File: src/rtl/zsm_pkg.sv
`timescale 1ns/1ps
package zsm_pkg;
  typedef enum logic [1:0] {
    EDGE_BOTH = 2'b00,
    EDGE_RISE = 2'b01,
    EDGE_FALL = 2'b10,
    EDGE_ANY  = 2'b11
  } edge_sel_e;

  localparam int unsigned ZX_RATIO = 1250;

  // smallest half-wave peak that qualifies a crossing, for a w-bit signed sample
  function automatic int unsigned zx_floor(input int unsigned w);
    return (32'd1 << (w - 1)) / ZX_RATIO;
  endfunction
endpackage

File: src/rtl/zsm_zc_detect.sv
`timescale 1ns/1ps
module zsm_zc_detect #(
  parameter int          W   = 16,
  parameter int unsigned THR = 26
) (
  input  logic         clk,
  input  logic         rst_n,
  input  logic         accept,
  input  logic         neg,
  input  logic [W:0]   mag,
  output logic         rise,
  output logic         fall
);
  logic neg_q;
  logic armed_q;
  logic loud;

  assign loud = (mag >= (W+1)'(THR));
  assign rise = accept & neg_q & ~neg & armed_q;
  assign fall = accept & ~neg_q & neg & armed_q;

  always_ff @(posedge clk) begin
    if (!rst_n) begin
      neg_q   <= 1'b0;
      armed_q <= 1'b0;
    end else if (accept) begin
      neg_q   <= neg;
      armed_q <= (neg != neg_q) ? loud : (armed_q | loud);
    end
  end
endmodule

File: src/rtl/zsm_span.sv
`timescale 1ns/1ps
module zsm_span #(
  parameter int CW      = 16,
  parameter int ONESHOT = 0
) (
  input  logic          clk,
  input  logic          rst_n,
  input  logic          tick,
  input  logic          start,
  input  logic          stop,
  output logic [CW-1:0] value
);
  localparam logic [CW-1:0] CMAX = '1;
  localparam bit            ONE  = (ONESHOT != 0);

  logic [CW-1:0] cnt_q;
  logic [CW-1:0] cnt_inc;
  logic          run_q;
  logic          both;

  assign cnt_inc = (tick && cnt_q != CMAX) ? cnt_q + CW'(1) : cnt_q;

  generate
    if (ONE) begin : g_oneshot
      assign both = start & stop;
    end else begin : g_free
      assign both = 1'b0;
    end
  endgenerate

  always_ff @(posedge clk) begin
    if (!rst_n) begin
      value <= '0;
      cnt_q <= '0;
      run_q <= 1'b0;
    end else if (both) begin
      value <= '0;
      cnt_q <= '0;
      run_q <= 1'b0;
    end else begin
      if (stop && run_q) value <= cnt_inc;
      if (start) begin
        cnt_q <= '0;
        run_q <= 1'b1;
      end else begin
        if (run_q) cnt_q <= cnt_inc;
        if (ONE && stop) run_q <= 1'b0;
      end
    end
  end
endmodule

File: src/rtl/zsm_sag.sv
`timescale 1ns/1ps
module zsm_sag #(
  parameter int W  = 16,
  parameter int CW = 8
) (
  input  logic          clk,
  input  logic          rst_n,
  input  logic          accept,
  input  logic          cyc_end,
  input  logic [W:0]    mag,
  input  logic [W-1:0]  level,
  input  logic [CW-1:0] need,
  output logic          sag
);
  logic          seen_q;
  logic          high_q;
  logic [CW-1:0] cnt_q;
  logic [CW-1:0] cnt_inc;
  logic          big;

  assign big     = (mag >= {1'b0, level});
  assign cnt_inc = (cnt_q == '1) ? cnt_q : cnt_q + CW'(1);

  always_ff @(posedge clk) begin
    if (!rst_n) begin
      seen_q <= 1'b0;
      high_q <= 1'b0;
      cnt_q  <= '0;
      sag    <= 1'b0;
    end else if (accept) begin
      if (cyc_end) begin
        if (seen_q) begin
          if (high_q || big) begin
            cnt_q <= '0;
            sag   <= 1'b0;
          end else begin
            cnt_q <= cnt_inc;
            if (need != '0 && cnt_inc >= need) sag <= 1'b1;
          end
        end
        seen_q <= 1'b1;
        high_q <= 1'b0;
      end else begin
        high_q <= high_q | big;
      end
    end
  end
endmodule

File: src/rtl/zc_sag_monitor.sv
`timescale 1ns/1ps
module zc_sag_monitor
  import zsm_pkg::*;
#(
  parameter int W        = 16,
  parameter int TICK_DIV = 4,
  parameter int PW       = 16,
  parameter int SCW      = 8
) (
  input  logic                clk,
  input  logic                rst_n,
  input  logic                s_valid,
  output logic                s_ready,
  input  logic signed [W-1:0] v_sample,
  input  logic signed [W-1:0] i_sample,
  input  logic [1:0]          edge_sel,
  input  logic [W-1:0]        sag_level,
  input  logic [SCW-1:0]      sag_cycles,
  output logic                zx_pulse,
  output logic                izx_pulse,
  output logic [PW-1:0]       period,
  output logic [PW-1:0]       angle,
  output logic                sag_flag
);
  localparam int unsigned THR = zx_floor(W);
  localparam int          NCH = 2;

  logic signed [W-1:0] smp [NCH];
  logic [W:0]          mag [NCH];
  logic [NCH-1:0]      rise;
  logic [NCH-1:0]      fall;
  logic                tick;
  edge_sel_e           sel;
  logic                take_rise;
  logic                take_fall;

  assign s_ready   = 1'b1;
  assign smp[0]    = v_sample;
  assign smp[1]    = i_sample;
  assign sel       = edge_sel_e'(edge_sel);
  assign take_rise = (sel != EDGE_FALL);
  assign take_fall = (sel != EDGE_RISE);

  // channel 0 = voltage, channel 1 = current
  for (genvar c = 0; c < NCH; c++) begin : g_ch
    assign mag[c] = smp[c][W-1] ? ((W+1)'(0) - {smp[c][W-1], smp[c]}) : {1'b0, smp[c]};
    zsm_zc_detect #(.W(W), .THR(THR)) u_det (
      .clk    (clk),
      .rst_n  (rst_n),
      .accept (s_valid),
      .neg    (smp[c][W-1]),
      .mag    (mag[c]),
      .rise   (rise[c]),
      .fall   (fall[c])
    );
  end

  generate
    if (TICK_DIV <= 1) begin : g_fast
      assign tick = 1'b1;
    end else begin : g_div
      localparam int DW = $clog2(TICK_DIV);
      localparam logic [DW-1:0] LAST = DW'(TICK_DIV - 1);
      logic [DW-1:0] dcnt;
      always_ff @(posedge clk) begin
        if (!rst_n)            dcnt <= '0;
        else if (dcnt == LAST) dcnt <= '0;
        else                   dcnt <= dcnt + DW'(1);
      end
      assign tick = (dcnt == LAST);
    end
  endgenerate

  always_ff @(posedge clk) begin
    if (!rst_n) begin
      zx_pulse  <= 1'b0;
      izx_pulse <= 1'b0;
    end else begin
      zx_pulse  <= (take_rise & rise[0]) | (take_fall & fall[0]);
      izx_pulse <= (take_rise & rise[1]) | (take_fall & fall[1]);
    end
  end

  zsm_span #(.CW(PW), .ONESHOT(0)) u_period (
    .clk   (clk),
    .rst_n (rst_n),
    .tick  (tick),
    .start (rise[0]),
    .stop  (rise[0]),
    .value (period)
  );

  zsm_span #(.CW(PW), .ONESHOT(1)) u_angle (
    .clk   (clk),
    .rst_n (rst_n),
    .tick  (tick),
    .start (rise[0]),
    .stop  (rise[1]),
    .value (angle)
  );

  zsm_sag #(.W(W), .CW(SCW)) u_sag (
    .clk     (clk),
    .rst_n   (rst_n),
    .accept  (s_valid),
    .cyc_end (rise[0]),
    .mag     (mag[0]),
    .level   (sag_level),
    .need    (sag_cycles),
    .sag     (sag_flag)
  );
endmodule

File: config.mk
export PLATFORM = sky130hd
export DESIGN_NAME = zc_sag_monitor
export DESIGN_NICKNAME = d
export VERILOG_FILES = /design/src/rtl/zsm_pkg.sv /design/src/rtl/zsm_zc_detect.sv /design/src/rtl/zsm_span.sv /design/src/rtl/zsm_sag.sv /design/src/rtl/zc_sag_monitor.sv
export SDC_FILE = /design/constraint.sdc
export NUM_CORES = 1
export LEC_CHECK = 0
export ABC_AREA = 0
export BUFFER_PORTS_ARGS = -buffer_cell sky130_fd_sc_hd__buf_4
export CORE_ASPECT_RATIO = 1.75
export CORE_MARGIN = 5
export CORE_UTILIZATION = 52
export DETAILED_ROUTE_END_ITERATION = 8
export MAX_ROUTING_LAYER = met4
export PLACE_DENSITY = 0.79
export SLEW_MARGIN = 40
export SYNTH_ARGS = -nofsm -noshare
export SYNTH_HDL_FRONTEND = slang
export SYNTH_SLANG_ARGS = --single-unit
File: constraint.sdc
create_clock -name clk -period 2.6 [get_ports clk]
set_input_delay 0.13 -clock clk [delete_from_list [all_inputs] [get_ports clk]]
set_output_delay 0.13 -clock clk [all_outputs]
set_load 0.03 [all_outputs]
==> impl_metrics.tcl <==
set metrics [dict create \
    max_cap_viol_count 0 \
    num-fill-cells 939 \
    grt_remaining_overflow 0 \
    area_growth_pct 26.1 \
    final_area_sq_um 7070 \
    ys_ff_latch 85 \
    first_pass_iters 4 \
    cts-htree-levels 3 \
    finalClockSkew_ps 7.20 \
    die_width_um 88.5 \
    fp.dieH_um 147 \
    critical_path_class "in -> reg" \
    status "finished clean" \
    endpoint_kind "register" \
    fin_tns_setup_ps 0 \
    cts_buffer_depth 2 \
    synth_common_cells "dfxtp_1 (85), nor2_1 (84), nand2_1 (56)" \
    cp_max_fo 6 \
    rsz0062_at_grt "true" \
    cts_made_buffers 9 \
    fin_util 0.665 \
    wl_per_cell_um 16.3 \
    regToRegEndpoint "u_sag.sag$_SDFFE_PN0P_" \
    drc_errors 0 \
    layout_min_cycle_time_ps 2570 \
    hold_path_depth 3 \
    fp-row-count 50 \
    fin_nets 921 \
    route.antenna.remaining_nets 0 \
    preCtsSetupSlack_ps -271 \
    cp_data_required_time_ps 2820 \
    ys_types 65 \
    tightest_slew_ps 587 \
    hpwl_um 12200 \
    r2r_start "u_sag.cnt_q[5]$_SDFFE_PN0P_" \
    start_util 0.527 \
    antenna_found_initial 0 \
    multiInputGateArea_sq_um 3670 \
    place_area_sq_um 6660 \
    setup_viol 0 \
    r2r_slack_ps 160 \
    synth-edff-count 0 \
    synthCells 724 \
    portBuffers 95 \
    drtIter0Drc 231 \
    cp_num_buf_inv 1 \
    crit_arrival_ps 2790 \
    cts.clk_slew.worst_paths_ps 60 \
    diodes 0 \
    yosysTopAreaCell "dfxtp_1" \
    netlist_area_sq_um 5610 \
    grt_start_max_net_pins 33 \
    drt-total-wl_um 15800 \
    startpoint_type "input pin" \
    grt_pass1_wl_um 25100 \
    hp-class "in -> reg" \
    drive_above_1_share 0.220 \
    synth_top_area_share 0.303 \
    maxSlewHeadroom 0.608 \
    syn-num-nets 815 \
    crit_path_max_incr_delay_ps 550 \
    power_w 0.00318 \
    cp.depth 12 \
    worst_r2r_path_depth 9 \
    synth_top_flop_cell "dfxtp_1" \
    fin_crit_sh 0.987 \
    grt_usage 0.244 \
    coreArea_sq_um 10600 \
    finalHoldViolations 0 \
    root_buffer "clkbuf_16" \
    crit_chain "buf_6 -> or4_4 -> nor3_4 -> nand3b_4 -> o31ai_4 -> xnor2_1 -> ha_1 -> and3_4 -> a22oi_2 -> nand2_2 -> or2_4 -> a32o_2" \
    io_pins 97 \
    route.vias.total 5619 \
    maxSlewViolCount 0 \
    synth_warnings 0 \
    worstHoldEndpoint "g_ch[1].u_det.neg_q$_SDFFE_PN0P_" \
    place_congestion 0.968 \
    ir_worst_vdd_mv 0.448 \
    grt_pass1_vias 5702 \
    dieArea_sq_um 13000 \
    worstHoldStart "s_valid" \
    cts_tree "built" \
    power.density_nw_per_um2 449 \
    routed_via_density 5.82 \
    regArea_sq_um 1700 \
    leakagePower_nw 2.95 \
    max_freq_mhz 390 \
    cp_slowest_cell "or4_4" \
    postSynthAreaPerCell_sq_um 7.75 \
    ys_seq_area_frac 0.303 \
    path_delay_family "simple AND/OR/NAND/NOR gates" \
    synth.area.top_cells "dfxtp_1 (30%), xor2_1 (7.3%), ha_1 (6.7%)" \
    fin_ws_ps 33.0 \
    yosysMostFrequentCell "dfxtp_1" \
    cts.sinks 85 \
    clkLatencyLatePin_ps 330 \
    async_flop_share 0 \
]
## registers in the layout, summed over array words and instances, names as in the netlist, 2 cells and up
name                count
u_angle.cnt_q          16
u_period.value         16
g_ch.u_det.neg_q        2
u_sag.cnt_q             8
u_angle.value          16
g_ch.u_det.armed_q      2
g_div.dcnt              2
u_period.cnt_q         16
## worst register-to-register path, delay by kind of cell (launching register included)
| kind | cells | cell delay, ps |
|---|---|---|
| AO/OA/AOI/OAI | 5 | 840 |
| flip-flops | 1 | 440 |
| AND/OR/NAND/NOR | 2 | 440 |
| multiplexers | 1 | 330 |
| adder cells (fa/ha/maj) | 1 | 280 |
## report_power, final
part	total, W	internal [W]	switching [W]	leakage (nW)
Sequential	0.00132	0.00131	0.0000105	0.686
Combinational	0.000470	0.000222	0.000248	2.11
Clock	0.00138	0.000874	0.000509	0.156
## final cells by class
| cell class | instances | share of cell area |
|---|---|---|
| well taps | 130 | 0.0230 |
| multi-input cells | 557 | 0.519 |
| flip-flops and latches | 85 | 0.241 |
| clock buffers | 10 | 0.0338 |
| repair buffers | 142 | 0.152 |
| inverters | 35 | 0.0186 |
| clock inverters | 6 | 0.0131 |
## per-layer routing
layer	GRT usage	share of wire	vias up
met5	-	0	-
met4	0.128	0.041	0
met3	0.0301	0.028	46
met2	0.457	0.57	145
met1	0.232	0.36	2657
li1	-	-	2771
## layout by cell type (no fill, tap or decap), types with 5 or more instances in the layout
cell	netlist	routed
a211oi_1	27	27
a21o_1	5	5
a21oi_1	34	33
and2_1	5	5
and3_1	16	15
buf_4	1	139
clkbuf_16	0	9
dfxtp_1	85	85
ha_1	30	29
inv_1	34	34
mux2i_1	5	5
nand2_1	56	54
nand2b_1	12	12
nand3_1	36	35
nand4_1	23	23
nor2_1	84	83
nor2b_1	6	6
nor3_1	14	14
nor4_1	6	5
o21ai_0	38	36
o31ai_1	8	6
or3_1	9	9
xnor2_1	31	31
xor2_1	47	47
## stage by stage
step / std cells / hold WS (ps)
2_1_floorplan: 724 / 324
3_3_place_gp: 946 / 407
3_5_place_dp: 946 / 415
4_1_cts: 962 / 150
5_1_grt: 965 / 167
6_report: 965 / 157
## worst max-delay path by stage
stage,from,to,slack (ps)
6_report,v_sample[3],u_sag.high_q$_SDFFE_PN0P_,30
4_1_cts,v_sample[6],u_sag.cnt_q[3]$_SDFFE_PN0P_,60
3_5_place_dp,v_sample[6],u_sag.cnt_q[3]$_SDFFE_PN0P_,-270
5_1_grt,v_sample[10],u_sag.high_q$_SDFFE_PN0P_,-30
3_3_place_gp,v_sample[6],u_sag.cnt_q[5]$_SDFFE_PN0P_,-170
2_1_floorplan,v_sample[3],u_sag.high_q$_SDFFE_PN0P_,-100
## cell families (layout without fill, tap and decap cells)
family | count (synthesis) | count (layout) | synth area share
AOI/OAI and AO/OA | 152 | 152 | 0.175
adders and majority gates | 30 | 30 | 0.0669
other | 1 | 1 | 0.000669
DFF | 85 | 85 | 0.303
muxes | 7 | 7 | 0.0136
buffers and inverters | 82 | 193 | 0.0573
xor gates and xnor gates | 78 | 78 | 0.122
and+or+nand+nor | 289 | 289 | 0.261
## timing repair
item,in CTS,in global routing
setup endpoints to repair,0,7
resized for setup,0,17
hold buffers,0,0
buffers inserted,0,3
No activity file was read; power rests on OpenSTA's default activity.
